$ cat config.mk
export PLATFORM = sky130hd
export DESIGN_NAME = e1_cas_extract
export DESIGN_NICKNAME = d
export VERILOG_FILES = /design/src/rtl/e1cas_pkg.sv /design/src/rtl/e1cas_collect.sv /design/src/rtl/e1cas_status.sv /design/src/rtl/e1cas_regs.sv /design/src/rtl/e1_cas_extract.sv
export SDC_FILE = /design/constraint.sdc
export NUM_CORES = 1
export LEC_CHECK = 0
export ABC_AREA = 1
export ABC_CLOCK_PERIOD_IN_PS = 1600
export BUFFER_PORTS_ARGS = -buffer_cell sky130_fd_sc_hd__buf_4
export CORE_MARGIN = 2
export CORE_UTILIZATION = 50
export CTS_CLUSTER_DIAMETER = 150
export DETAILED_ROUTE_END_ITERATION = 10
export GPL_TIMING_DRIVEN = 0
export PLACE_DENSITY = 0.67
export SKIP_CTS_REPAIR_TIMING = 1
export SLEW_MARGIN = 20
export SYNTH_ARGS = -nofsm -noshare
export SYNTH_HDL_FRONTEND = slang
export SYNTH_SLANG_ARGS = --single-unit
$ cat constraint.sdc
create_clock -name clk -period 1.6 [get_ports clk]
set_input_delay 0.08 -clock clk [delete_from_list [all_inputs] [get_ports clk]]
set_output_delay 0.08 -clock clk [all_outputs]
set_load 0.02 [all_outputs]
$ cat src/rtl/e1cas_pkg.sv
// Shared constants and types for the E1 receive CAS signaling extractor.
// Assumes a 32-slot E1 frame and a 16-frame CAS multiframe.
package e1cas_pkg;
    localparam int BYTE_W   = 8;
    localparam int SLOT_W   = 5;
    localparam int MF_LEN   = 16;
    localparam int FRAME_W  = $clog2(MF_LEN);
    localparam int SIG_SLOT = 16;
    localparam int ADDR_W   = 5;
    localparam int CTRL_W   = 3;
    localparam int ADDR_STATUS = MF_LEN;
    localparam int ADDR_CTRL   = MF_LEN + 1;

    // Control register: bit0 mode, bit1 new-data enable, bit2 shared-bit enable.
    typedef struct packed {
        logic sh_en;
        logic nd_en;
        logic cos_mode;
    } ctrl_t;
endpackage

$ cat src/rtl/e1cas_collect.sv
// Collects timeslot 16 bytes into a working buffer and commits them to the
// host bank when frame 15's signaling byte arrives. Flags change of state
// (addresses 1..15 only) against the previous commit.
// Assumes the framer's slot and frame indices are already aligned.
module e1cas_collect
    import e1cas_pkg::*;
(
    input  logic                              clk,
    input  logic                              rst_n,
    input  logic                              rx_valid,
    input  logic [BYTE_W-1:0]                 rx_byte,
    input  logic [SLOT_W-1:0]                 rx_slot,
    input  logic [FRAME_W-1:0]                rx_frame,
    output logic [MF_LEN-1:0][BYTE_W-1:0]     bank,
    output logic                              commit,
    output logic                              cos
);
    logic [MF_LEN-1:0][BYTE_W-1:0] work;
    logic [MF_LEN-1:0][BYTE_W-1:0] next_bank;
    logic [MF_LEN-1:0]             diff;
    logic                          primed;
    logic                          take;
    logic                          last;

    assign take = rx_valid && (rx_slot == SLOT_W'(SIG_SLOT));
    assign last = (rx_frame == FRAME_W'(MF_LEN - 1));

    // Image of the bank as it will be after this multiframe closes.
    always_comb begin
        next_bank              = work;
        next_bank[MF_LEN-1]    = rx_byte;
    end

    // Per-register compare; address 0 carries alignment/alarm bits, not channels.
    assign diff[0] = 1'b0;
    for (genvar i = 1; i < MF_LEN; i++) begin : g_cmp
        assign diff[i] = (next_bank[i] != bank[i]);
    end

    // Capture signaling bytes and commit at the multiframe boundary.
    always_ff @(posedge clk) begin
        if (!rst_n) begin
            work   <= '0;
            bank   <= '0;
            commit <= 1'b0;
            cos    <= 1'b0;
            primed <= 1'b0;
        end else begin
            commit <= 1'b0;
            cos    <= 1'b0;
            if (take) begin
                work[rx_frame] <= rx_byte;
                if (last) begin
                    bank   <= next_bank;
                    commit <= 1'b1;
                    cos    <= primed && (|diff);
                    primed <= 1'b1;
                end
            end
        end
    end

    p_bank_hold_r3: assert property (@(posedge clk) disable iff (!rst_n)
        !(take && last) |=> $stable(bank));
    p_first_no_cos_r6: assert property (@(posedge clk) disable iff (!rst_n)
        (take && last && !primed) |=> (commit && !cos));
endmodule

$ cat src/rtl/e1cas_status.sv
// Sticky status flags and interrupt combine. The shared bit shows either
// change of state or loss of transmit clock, per the mode bit.
// Assumes status_rd is a single-cycle pulse; a set in that cycle wins.
module e1cas_status
    import e1cas_pkg::*;
(
    input  logic  clk,
    input  logic  rst_n,
    input  logic  commit,
    input  logic  cos,
    input  logic  tx_clk_lost,
    input  logic  status_rd,
    input  ctrl_t ctrl,
    output logic  nd_flag,
    output logic  shared_bit,
    output logic  irq
);
    logic cos_flag;
    logic lotc_flag;

    // Set-dominant sticky flags, cleared by a status read.
    always_ff @(posedge clk) begin
        if (!rst_n) begin
            nd_flag   <= 1'b0;
            cos_flag  <= 1'b0;
            lotc_flag <= 1'b0;
        end else begin
            nd_flag   <= commit      | (nd_flag   & ~status_rd);
            cos_flag  <= cos         | (cos_flag  & ~status_rd);
            lotc_flag <= tx_clk_lost | (lotc_flag & ~status_rd);
        end
    end

    // Mode-selected shared bit and enabled-OR interrupt.
    assign shared_bit = ctrl.cos_mode ? cos_flag : lotc_flag;
    assign irq        = (nd_flag & ctrl.nd_en) | (shared_bit & ctrl.sh_en);

    p_nd_set_r4: assert property (@(posedge clk) disable iff (!rst_n)
        commit |=> nd_flag);
    p_nd_clear_r4: assert property (@(posedge clk) disable iff (!rst_n)
        (status_rd && !commit) |=> !nd_flag);
    p_lotc_set_r7: assert property (@(posedge clk) disable iff (!rst_n)
        (tx_clk_lost && !ctrl.cos_mode) |=> (shared_bit || ctrl.cos_mode));
endmodule

$ cat src/rtl/e1cas_regs.sv
// Host register port: signaling bank at 0..15, status at 16, control at 17.
// Read data is registered; a status read pulses status_rd for flag clearing.
module e1cas_regs
    import e1cas_pkg::*;
(
    input  logic                          clk,
    input  logic                          rst_n,
    input  logic                          host_rd,
    input  logic                          host_wr,
    input  logic [ADDR_W-1:0]             host_addr,
    input  logic [CTRL_W-1:0]             host_wdata,
    input  logic [MF_LEN-1:0][BYTE_W-1:0] bank,
    input  logic                          nd_flag,
    input  logic                          shared_bit,
    output ctrl_t                         ctrl,
    output logic                          status_rd,
    output logic [BYTE_W-1:0]             host_rdata
);
    logic [BYTE_W-1:0] rd_mux;

    assign status_rd = host_rd && (host_addr == ADDR_W'(ADDR_STATUS));

    // Address decode for reads.
    always_comb begin
        rd_mux = '0;
        if (host_addr < ADDR_W'(MF_LEN))
            rd_mux = bank[host_addr[FRAME_W-1:0]];
        else if (host_addr == ADDR_W'(ADDR_STATUS))
            rd_mux = {{(BYTE_W-2){1'b0}}, shared_bit, nd_flag};
        else if (host_addr == ADDR_W'(ADDR_CTRL))
            rd_mux = {{(BYTE_W-CTRL_W){1'b0}}, ctrl};
    end

    // Control register write and registered read data.
    always_ff @(posedge clk) begin
        if (!rst_n) begin
            ctrl       <= '0;
            host_rdata <= '0;
        end else begin
            if (host_wr && host_addr == ADDR_W'(ADDR_CTRL))
                ctrl <= ctrl_t'(host_wdata);
            if (host_rd)
                host_rdata <= rd_mux;
        end
    end

    p_ctrl_hold_r10: assert property (@(posedge clk) disable iff (!rst_n)
        !host_wr |=> $stable(ctrl));
    p_unmapped_zero_r10: assert property (@(posedge clk) disable iff (!rst_n)
        (host_rd && host_addr > ADDR_W'(ADDR_CTRL)) |=> (host_rdata == '0));
endmodule

$ cat src/rtl/e1_cas_extract.sv
// Top of the E1 receive CAS signaling extractor: collector, status and
// host register port. Assumes an aligned framer upstream.
module e1_cas_extract
    import e1cas_pkg::*;
(
    input  logic                  clk,
    input  logic                  rst_n,
    input  logic                  rx_valid,
    input  logic [BYTE_W-1:0]     rx_byte,
    input  logic [SLOT_W-1:0]     rx_slot,
    input  logic [FRAME_W-1:0]    rx_frame,
    input  logic                  tx_clk_lost,
    input  logic                  host_rd,
    input  logic                  host_wr,
    input  logic [ADDR_W-1:0]     host_addr,
    input  logic [CTRL_W-1:0]     host_wdata,
    output logic [BYTE_W-1:0]     host_rdata,
    output logic                  irq
);
    logic [MF_LEN-1:0][BYTE_W-1:0] bank;
    logic  commit;
    logic  cos;
    logic  nd_flag;
    logic  shared_bit;
    logic  status_rd;
    ctrl_t ctrl;

    e1cas_collect u_collect (
        .clk(clk), .rst_n(rst_n), .rx_valid(rx_valid), .rx_byte(rx_byte),
        .rx_slot(rx_slot), .rx_frame(rx_frame), .bank(bank),
        .commit(commit), .cos(cos)
    );

    e1cas_status u_status (
        .clk(clk), .rst_n(rst_n), .commit(commit), .cos(cos),
        .tx_clk_lost(tx_clk_lost), .status_rd(status_rd), .ctrl(ctrl),
        .nd_flag(nd_flag), .shared_bit(shared_bit), .irq(irq)
    );

    e1cas_regs u_regs (
        .clk(clk), .rst_n(rst_n), .host_rd(host_rd), .host_wr(host_wr),
        .host_addr(host_addr), .host_wdata(host_wdata), .bank(bank),
        .nd_flag(nd_flag), .shared_bit(shared_bit), .ctrl(ctrl),
        .status_rd(status_rd), .host_rdata(host_rdata)
    );

    p_masked_quiet_r8: assert property (@(posedge clk) disable iff (!rst_n)
        (!ctrl.nd_en && !ctrl.sh_en) |-> !irq);
    p_reset_clear_r9: assert property (@(posedge clk)
        !rst_n |=> (host_rdata == '0 && !irq));
endmodule

; ---- Word level (Yosys, flattened, before mapping)
; Index checks and enable logic that the tools add are counted.
[op_classes]
reduce_logical = 9
order_cmp = 4
muxes = 10
bitwise = 10
n_eq_ne = 19
[op_table]
columns = operator, count
row1 = bitwise mux 128 bit, 1
row2 = inequality test 8 bit, 15
row3 = binary-select mux 8 bit (select 4 bit), 1
row4 = demux 8 bit (select 4 bit), 1
row5 = two-way mux 8 bit, 4
row6 = == test 5 bit (second input constant), 3
row7 = OR reduction 15 bit, 1
row8 = < comparator 4 x 5 -> 1 bit (second input constant), 2
row9 = bitwise AND 1 bit, 5
row10 = logical AND 1 bit, 5
row11 = < comparator 5 bit (second input constant), 1
row12 = == test 4 bit (second input constant), 1
row13 = greater-or-equal comparator 4 x 1 -> 1 bit (second input constant), 1
row14 = bitwise OR 1 bit, 4
row15 = AND reduction 2 bit, 2
row16 = two-way mux 3 bit, 1
row17 = AND reduction 3 bit, 1
row18 = two-way mux 1 bit, 2
row19 = inverter 1 bit, 1
[totals]
out_inout_bits = 9
input_bits = 31
register_bits = 273

; ---- Depth between registers and ports, before layout
; Gate-level depths: netlist of the first run.
[depth]
depth_word = 5
mapped_depth = 12
depth_no_buf = 11

; ---- Hierarchy
; A second synthesis of the first run with hierarchy kept.
[hier_totals]
hier_cells = 2046
hier_area_um2 = 12976.2
[modules_own_cells]
columns = mod, area_each_um2, instances, seq_area_each_um2, cells_per_inst
row1 = e1cas_collect, 10832.9, 1, 5024.8, 1604
row2 = e1cas_regs, 2011.9, 1, 220.2, 422
row3 = e1cas_status, 131.4, 1, 60.1, 20

; ---- Least setup slack after synthesis of the first run
; No wires, ideal clock.
[synth_timing]
path_kind = in2reg
start = input rx_slot[3]
end = register u_collect.bank[48] in the netlist's numbering
setup_ns = 0.132
t_arrival_ns = 1.125
n_path_buf = 2
setup_slack_ns = 0.343
cell_stages = 8
path_cell_list = nor4_1 -> nand2_1 -> inv_2 -> nand2_2 -> clkbuf_1 -> clkbuf_1 -> nand2_1 -> a21oi_1
[synth_between]
elab_chain_cells = 3
[synth_rtl]
columns = element, line_no
row1 = start: declaration, e1_cas_extract.sv:10  ; input logic [SLOT_W-1:0] rx_slot,
row2 = == test 5 bit, e1cas_collect.sv:25  ; assign take = rx_valid && (rx_slot == SLOT_W'(SIG_SLOT));
row3 = logical AND 1 bit, e1cas_collect.sv:25
row4 = AND reduction 2 bit (no source line), -
row5 = end signal: assignment, e1cas_collect.sv:54  ; bank <= next_bank;
row6 = end: declaration, e1cas_collect.sv:14  ; output logic [MF_LEN-1:0][BYTE_W-1:0] bank,
; Every way passes these cells.
; A chain may end at the register's enable or synchronous reset.

; ---- Final worst setup path of the first run
[layout_timing]
start = register u_regs.ctrl[0] (netlist name)
end = output irq
[layout_between]
elab_chain_cells = 3
[layout_rtl]
columns = element, line_no
row1 = two-way mux 1 bit, e1cas_status.sv:35  ; assign shared_bit = ctrl.cos_mode ? cos_flag : lotc_flag;
row2 = bitwise AND 1 bit, e1cas_status.sv:36  ; assign irq = (nd_flag & ctrl.nd_en) | (shared_bit & ctrl.sh_en);
row3 = bitwise OR 1 bit, e1cas_status.sv:36
row4 = end: declaration, e1_cas_extract.sv:18  ; output logic irq
; Every way passes these cells.

==> results of run 1 <==
[per-layer routing]
metal	track usage (%)	part of all wire, %	vias up
li1	-	-	6406
met1	44.2	43	5989
met2	51.1	45	490
met3	3.01	7.5	106
met4	13.6	4.5	0
met5	0	0	-
[cells in the final DEF (no fill, tap or decap), drive strengths merged]
cell type / n
a21oi: 278
buf: 63
bufinv: 1
clkbuf: 110
clkinv: 3
clkinvlp: 1
dfxtp: 265
dlygate4sd3: 7
inv: 197
nand2: 846
nand3: 37
nand4: 4
nor2: 170
nor3: 1
nor4: 3
o2111ai: 1
o211ai: 21
o21ai: 63
o221ai: 1
o22ai: 1
or2: 3
xnor2: 7
xor2: 24
[worst min-delay path, delay by kind of cell]
family / cells / cell delay [ps]
and+or+nand+nor: 2 / 260
buffers and inverters: 1 / 130
[final timing paths]
| path | slack [ps] | from | cells past startpoint | to |
|---|---|---|---|---|
| max | 50 | u_regs.ctrl[0] | 4 | irq |
| min | -20 | rx_frame[2] | 3 | u_collect.commit |
| max reg2reg | 90 | u_collect.bank[17] | 11 | u_collect.cos |
| min reg2reg | 440 | u_collect.commit | 2 | u_status.nd_flag |
[power groups by stage]
stage / clock [W] / combinational (W) / sequential, W
2_1_floorplan: 0 / 0.000399 / 0.00677
3_5_place_dp: 0 / 0.000776 / 0.00677
6_report: 0.00679 / 0.000824 / 0.00662
5_1_grt: 0.00707 / 0.000861 / 0.00662
4_1_cts: 0.00680 / 0.000779 / 0.00662
3_3_place_gp: 0 / 0.000775 / 0.00677
[metrics by stage]
stage,std cells,setup TNS [ps],worst slack (ps),utilization (%),area (µm²)
after floorplan,2019,0,343,-,12800
after global placement,2378,-61360,-484,53.3,13400
after detailed placement,2378,-61720,-506,53.3,13400
after CTS,2429,-129,-77.0,57.1,14300
after global routing,2437,-19.6,-19.6,57.6,14500
final,2437,0,45.2,57.6,14500
[flip-flops by register name, summed over array words and instances, names as in the netlist]
signal,count
u_regs.ctrl,3
u_status.cos_flag,1
u_status.nd_flag,1
u_regs.host_rdata,8
u_status.lotc_flag,1
u_collect.bank,128
u_collect.primed,1
u_collect.commit,1
u_collect.next_bank,120
u_collect.cos,1
[cell families after synthesis]
| kind of cell | share of synthesized area, % |
|---|---|
| buffers and inverters | 9.31 |
| AOI/OAI and AO/OA | 14.8 |
| and+or+nand+nor | 32.1 |
| xor gates and xnor gates | 2.13 |
| DFF | 41.6 |
[area by class of cell]
class | instances | share of cell area [%]
Timing Repair Buffer | 37 | 2.07
Inverter | 197 | 5.11
Multi-Input combinational cell | 1460 | 43.5
Buffer | 97 | 3.11
Sequential cell | 265 | 36.7
Clock buffer | 46 | 6.29
Tap cell | 330 | 2.86
Clock inverter | 5 | 0.363
==> summary.md, run 1 <==
| Metric | Value |
|---|---|
| Final setup viols | 0 |
| Max transition margin | 23.0% |
| Router iterations before antenna repair | 8 |
| DRT iter0 DRCs | 1,422 |
| Layout area overhead | 13.4% |
| Seq pwr share | 46.5% |
| Achievable frequency | 0.643 GHz |
| Max_cap viols | 0 |
| Net Sw Power | 0.00342 W |
| Synth Warn # | 0 |
| I/O Buffers | 29 |
| Total Power | 0.0142 W |
| Worst path slowest cell | dfxtp_2 |
| Clock latency on the worst-skew pair | 550 ps |
| Worst Path Max Fanout | 2 |
| CTS Buf Count | 28 |
| Layout cells sized above 1 | 6.98% |
| Slew @ Worst Pin | 1150 ps |
| Register area share after synthesis | 41.6% |
| Count leader, synth | nand2_1 |
| Antenna cells | 0 |
| Total clock sinks | 265 |
| Final net count | 2,117 |
| Worst-path clk slew | 60 ps |
| Slew Viols, Final | 0 |
| Num rows | 58 |
| Asr flop ratio synth | 0% |
| Cell family with most CP delay | flip-flops |
| Clock buffer depth | 3 |
| Synth cell count leaders | nand2_1 (835), a21oi_1 (278), dfxtp_1 (265), inv_1 (182), nor2_1 (170) |
| Bufs and invs on worst path | 1 |
| Pin count of the biggest net entering global routing | 14 |
| Setup Skew | 11.6 ps |
| P_int | 0.0108 W |
| Tot GR Track Use | 31.9% |
| Power density over the cells | 985 mW/mm² |
| Syn_nets | 2,050 |
| Synth Instances | 2,019 |
| Total Wirelength | 43.5 mm |
| CP Data Required Time | 1520 ps |
| Worst Hold Class | primary input to flip-flop |
| Routability cong. | 1.04 |
| Crit end category | primary output |
| DRC | 0 |
| Worst Hold Margin | -21.9 ps |
| CP max stage delay | 320 ps |
| Clock power share | 47.7% |
| Sw Ratio | 24.0% |
| Distinct cell type count after synthesis | 24 |
| Minimum clock period | 1550 ps |
| First-pass GRT wire length | 64.8 mm |
| Number of synthesized flops with an enable pin | 0 |
| DP Wirelength | 30.3 mm |
| Fillcell total | 2,528 |
| Die area | 0.0268 mm² |
| Final hold violation count | 1 |
| Core Region | 0.0251 mm² |
| Most area-hungry cell type in the Yosys netlist | dfxtp_1 |
| Chip height | 164 µm |
| Initial Util | 50.8% |
| Vias | 12,991 |
| Status | finished, violations left |
| Crit path kind | flip-flop to primary output |
| H-Tree Depth | 1 |
| Register area | 0.00531 mm² |
| Max VDD drop | 868 µV |
| Post-Syn Area | 0.0128 mm² |
| Die Wd | 164 µm |
| Main flop type after synthesis | dfxtp_1 |
| Worst EP arrival | 1470 ps |
| Vias per cell | 5.33 |
| Area taken by multi-input logic gates | 0.00629 mm² |
| WL/cell | 17.9 µm |
| #FFs+latches synth | 265 |
| Top-area cell type share of the netlist area | 41.6% |
| Vias in the first global route | 11,307 |
| Grt ovf | 0 |
| ANT nets after route | 0 |
| RSZ-0062 raised after global routing | yes |
| Pleak | 5.71 nW |
| CTS tree | done |
| Comb power frac | 5.8% |
| Io pins | 40 |
| Clk root buf | clkbuf_16 |
| Initial antenna violation count | 0 |
| Average size of a mapped cell | 6.32 µm² |
| Part of the cycle the worst path needs | 97.2% |
| Ranking of synthesized cells by area | dfxtp_1 (42%), nand2_1 (25%), a21oi_1 (11%) |
| Failing checks | hold timing |
| Startpoint types | flip-flop |
| CP cell instances | or2_4, o21ai_2, o22ai_2, buf_6 |
(Power assumes the default switching activity.)
==> run 2, diff against run 1 <==
--- a/config.mk
+++ b/config.mk
@@ -8,8 +8,10 @@
 export ABC_AREA = 1
 export ABC_CLOCK_PERIOD_IN_PS = 1600
 export BUFFER_PORTS_ARGS = -buffer_cell sky130_fd_sc_hd__buf_4
+export CORE_ASPECT_RATIO = 0.6
 export CORE_MARGIN = 2
 export CORE_UTILIZATION = 50
+export CTS_BUF_LIST = sky130_fd_sc_hd__clkbuf_16
 export CTS_CLUSTER_DIAMETER = 150
 export DETAILED_ROUTE_END_ITERATION = 10
 export GPL_TIMING_DRIVEN = 0
==> run 2 against run 1 <==
  * The flow finishes with violations (hold timing, setup timing)
  * Critical path depth unchanged
  * Register-to-register slack worse by 40 ps
  * Fmax down 3.5%
  * Highest routed layer unchanged
==> summary.md, run 2 (synthesized netlist as in run 1, its figures left out) <==
| Metric | Value |
|---|---|
| Chip height | 128 µm |
| Tot GR Track Use | 33.1% |
| Fillcell total | 2,529 |
| Area taken by multi-input logic gates | 0.00630 mm² |
| Flip-flop count of the largest register after layout | 128 |
| RSZ-0062 raised after global routing | yes |
| Initial Util | 50.7% |
| Max transition margin | 21.7% |
| ANT nets after route | 0 |
| Antenna cells | 0 |
| First-pass GRT wire length | 67.0 mm |
| Die Wd | 210 µm |
| CTS Buf Count | 26 |
| CP max stage delay | 320 ps |
| Final setup viols | 1 |
| Clock buffer depth | 3 |
| Startpoint types | flip-flop |
| Worst Slack Setup Final | -11.7 ps |
| Clock latency on the worst-skew pair | 560 ps |
| Total clock sinks | 265 |
| Setup Skew | 17.3 ps |
| Failing checks | hold timing, setup timing |
| Max_cap viols | 0 |
| Hold Path Origin | host_wr |
| Clk root buf | clkbuf_16 |
| Core Region | 0.0252 mm² |
| Worst r2r dst | u_collect.cos |
| Pre-CTS setup slack | -532 ps |
| Routability cong. | 0.978 |
| Part of the cycle the worst path needs | 101% |
| Crit path kind | flip-flop to primary output |
| Power density over the cells | 943 mW/mm² |
| Num rows | 45 |
| Status | finished, violations left |
| R2R Setup Slk | 50 ps |
| CTS tree | done |
| DRT iter0 DRCs | 1,707 |
| Final hold violation count | 3 |
| Worst hold stages | 3 |
| DRC | 0 |
| Hold Path Sink | u_regs.ctrl[2] |
| I/O Buffers | 29 |
| Final net count | 2,117 |
| Reg2reg start | u_collect.bank[18] |
| Vias | 13,240 |
| Slew @ Worst Pin | 1180 ps |
| Most frequent cells in the layout | nand2_1 (834), a21oi_1 (278), dfxtp_1 (264) |
| Register area | 0.00531 mm² |
| Achievable frequency | 0.620 GHz |
| Total Wirelength | 45.0 mm |
| Initial antenna violation count | 0 |
| Vias per cell | 5.44 |
| DP Wirelength | 31.8 mm |
| Minimum clock period | 1610 ps |
| Pleak | 5.66 nW |
| Vias in the first global route | 11,414 |
| Worst path slowest cell | dfxtp_1 |
| Layout area overhead | 12.5% |
| Crit end category | primary output |
| H-Tree Depth | 1 |
| Worst Hold Class | primary input to flip-flop |
| Worst EP arrival | 1530 ps |
| Layout cells sized above 1 | 6.65% |
| Worst Hold Margin | -41.7 ps |
| Largest register by flop count | u_collect.bank |
| WL/cell | 18.5 µm |
| Worst-path clk slew | 60 ps |
| Worst Path Max Fanout | 2 |
| Pin count of the biggest net entering global routing | 15 |
| Grt ovf | 0 |
| Commonest non-fill, non-tap cell in the layout | nand2_1 |
| Slew Viols, Final | 0 |
| Io pins | 40 |
| CP cell instances | or2_2, o21ai_2, o22ai_2, buf_6 |
| CP Data Required Time | 1520 ps |
| Reg2reg path depth | 11 |
| Die area | 0.0268 mm² |
| Router iterations before antenna repair | 6 |
| Max VDD drop | 590 µV |
| Final instance area | 0.0143 mm² |
| Placed Area | 0.0134 mm² |
## run 2: where the power goes
part | switching (W) | internal (W) | leakage, nW
clock network | 0.00271 | 0.00336 | 0.417
registers | 0.0000112 | 0.00661 | 2.13
logic | 0.000639 | 0.000199 | 3.11
## run 2: final cells by class
type / instances / share of cell area (%)
plain buffers: 97 / 3.14
clock buffers: 27 / 4.71
repair buffers: 39 / 2.22
well taps: 329 / 2.87
clock inverters: 19 / 0.934
flip-flops and latches: 265 / 37.0
inverters: 197 / 5.16
multi-input cells: 1460 / 44.0
## run 2: worst max-delay path by stage
stage,slack (ps),to,start,cells past startpoint
floorplan,340,u_collect.bank[48],rx_slot[3],8
global placement,-480,u_collect.bank[56],rx_slot[4],10
detailed placement,-530,u_collect.bank[52],rx_slot[4],10
CTS,-90,u_collect.cos,u_collect.next_bank[22],11
global route,-90,u_collect.cos,u_collect.bank[18],11
finish,-10,irq,u_regs.ctrl[0],4
## run 2: layer usage
layer | GRT usage [%] | part of all wire (%)
met1 | 49.7 | 45
met2 | 46.9 | 40
met3 | 8.11 | 12
met4 | 8.34 | 2.4
met5 | 0 | 0
## run 2: stage by stage
| stage | std cells | TNS (ps) | power [W] | util, % |
|---|---|---|---|---|
| finish | 2433 | -11.7 | 0.0135 | 57.0 |
| global route | 2433 | -97.5 | 0.0138 | 57.0 |
| CTS | 2423 | -158 | 0.0135 | 56.4 |
| detailed placement | 2377 | -62070 | 0.00754 | 53.2 |
| global placement | 2377 | -62340 | 0.00754 | 53.2 |
| floorplan | 2019 | 0 | 0.00717 | - |
## run 2: critical path, delay by kind of cell (launching register included)
family	cells	cell delay, ps
AOI/OAI and AO/OA	2	200
buffers and inverters	1	150
DFF	1	320
and+or+nand+nor	1	310
==> run 3, diff against run 2 <==
--- a/config.mk
+++ b/config.mk
@@ -6,7 +6,7 @@
 export NUM_CORES = 1
 export LEC_CHECK = 0
 export ABC_AREA = 1
-export ABC_CLOCK_PERIOD_IN_PS = 1600
+export ABC_CLOCK_PERIOD_IN_PS = 1500
 export BUFFER_PORTS_ARGS = -buffer_cell sky130_fd_sc_hd__buf_4
 export CORE_ASPECT_RATIO = 0.6
 export CORE_MARGIN = 2
==> constraint.sdc (replaced) <==
create_clock -name clk -period 1.5 [get_ports clk]
set_input_delay 0.075 -clock clk [delete_from_list [all_inputs] [get_ports clk]]
set_output_delay 0.075 -clock clk [all_outputs]
set_load 0.02 [all_outputs]
==> run 3 against run 2 <==
  * The flow still finishes with violations (hold timing, setup timing)
  * Critical path type unchanged
  * Combinational power increased by 6.8%
  * Sequential share of layout area hardly changed
  * Sequential power up 6.6%
  * Critical path depth unchanged
  * Global-route usage is the same
  * Total power rose by 6.7%
==> summary.md, run 3 (synthesized netlist as in run 1, its figures left out) <==
| Metric | Value |
|---|---|
| Crit path kind | flip-flop to primary output |
| Antenna cells | 0 |
| Routability cong. | 0.978 |
| M2 GR Usage | 46.9% |
| DP Wirelength | 31.8 mm |
| Clk root buf | clkbuf_16 |
| Initial antenna violation count | 0 |
| Power density over the cells | 1000 mW/mm² |
| H-Tree Depth | 1 |
| Core Region | 0.0252 mm² |
| Total Power | 0.0144 W |
| Total clock sinks | 265 |
| Slew Viols, Final | 0 |
| Met3 usage | 8.11% |
| Worst hold stages | 3 |
| Worst Slack Setup Final | -42.5 ps |
| Final core area utilization | 57.1% |
| DRC | 0 |
| Most frequent cells in the layout | nand2_1 (832), a21oi_1 (278), dfxtp_1 (254) |
| Cell family with most CP delay | flip-flops |
| Layout area overhead | 12.7% |
| Vias | 13,290 |
| Io pins | 40 |
| Pre-CTS setup slack | -627 ps |
| Max transition margin | 21.6% |
| Met1 Use GR | 49.7% |
| Pin count of the biggest net entering global routing | 15 |
| CP cell instances | or2_4, o21ai_2, o22ai_2, buf_6 |
| RSZ-0062 raised after global routing | yes |
| First-pass GRT wire length | 67.0 mm |
| Worst EP arrival | 1470 ps |
| Bufs and invs on worst path | 1 |
| Worst Hold Margin | -42.8 ps |
| ANT nets after route | 0 |
| Vias in the first global route | 11,414 |
| Worst Hold Class | primary input to flip-flop |
| Grt ovf | 0 |
| Failing checks | hold timing, setup timing |
| WL/cell | 18.5 µm |
| Worst-path clk slew | 60 ps |
| Final setup viols | 2 |
| Startpoint types | flip-flop |
| Max VDD drop | 625 µV |
| Num rows | 45 |
| Reg2reg path depth | 11 |
| Final net count | 2,116 |
| Part of the cycle the worst path needs | 103% |
| Slew @ Worst Pin | 1180 ps |
| Die Wd | 210 µm |
| Achievable frequency | 0.648 GHz |
| Die area | 0.0268 mm² |
| Pleak | 5.69 nW |
| Minimum clock period | 1540 ps |
| CP Data Required Time | 1420 ps |
| Clock latency on the worst-skew pair | 550 ps |
| Crit end category | primary output |
| Router iterations before antenna repair | 6 |
| Total Wirelength | 44.9 mm |
| Commonest non-fill, non-tap cell in the layout | nand2_1 |
| Hold Path Origin | host_wr |
| DRT iter0 DRCs | 1,684 |
| Setup Skew | 12.6 ps |
| Flip-flop count of the largest register after layout | 128 |
| Largest register by flop count | u_collect.bank |
| Critical Path Stages | 4 |
| Reg2reg start | u_collect.bank[23] |
| Critical path launch point | u_regs.ctrl[0] |
| CP max stage delay | 310 ps |
| Worst path slowest cell | dfxtp_1 |
| Status | finished, violations left |
| Vias per cell | 5.46 |
| CTS tree | done |
| Worst Path Max Fanout | 2 |
| I/O Buffers | 29 |
| Clock buffer depth | 3 |
| Chip height | 128 µm |
| Most used routing layer | met1 |
| Final hold violation count | 3 |
| Max_cap viols | 0 |
| Tot GR Track Use | 33.1% |
| Layout cells sized above 1 | 7.70% |
| Initial Util | 50.7% |
| CTS Buf Count | 26 |
run 3: worst min-delay path, stage by stage:
cell	delay, ps
buf_4	110
nand4_1	180
a21oi_1	90
run 3: power breakdown:
group	total (W)	switching, W	internal (W)
Clock	0.00647	0.00289	0.00358
Combinational	0.000895	0.000682	0.000213
Sequential	0.00706	0.0000115	0.00705
Total	0.0144	0.00358	0.0108
run 3: final cells by class:
type	instances	area [µm²]
fill	2523	10800
multi-input combinational	1460	6320
sequential	265	5320
inverter	197	739
clock buffer	27	676
buffer	97	455
tap	329	412
timing repair buffer	38	309
clock inverter	19	134
run 3: routing by layer:
| layer | routed length [µm] | vias up |
|---|---|---|
| met5 | 0 | - |
| met4 | 991 | 0 |
| met3 | 5630 | 73 |
| met2 | 18200 | 644 |
| met1 | 20100 | 6174 |
| li1 | - | 6399 |
run 3: stage by stage:
stage,TNS (ps),area [µm²],instances
2_1_floorplan,0,12800,2019
3_3_place_gp,-85420,13400,2377
3_5_place_dp,-84970,13400,2377
4_1_cts,-729,14200,2423
5_1_grt,-196,14400,2432
6_report,-59.6,14400,2432
run 3: path summary, 6_finish.rpt:
path / to / slack (ps)
setup reg to reg: u_collect.cos / -20
hold / removal: u_regs.ctrl[2] / -40
setup / recovery: irq / -40
hold reg to reg: u_collect.cos / 450
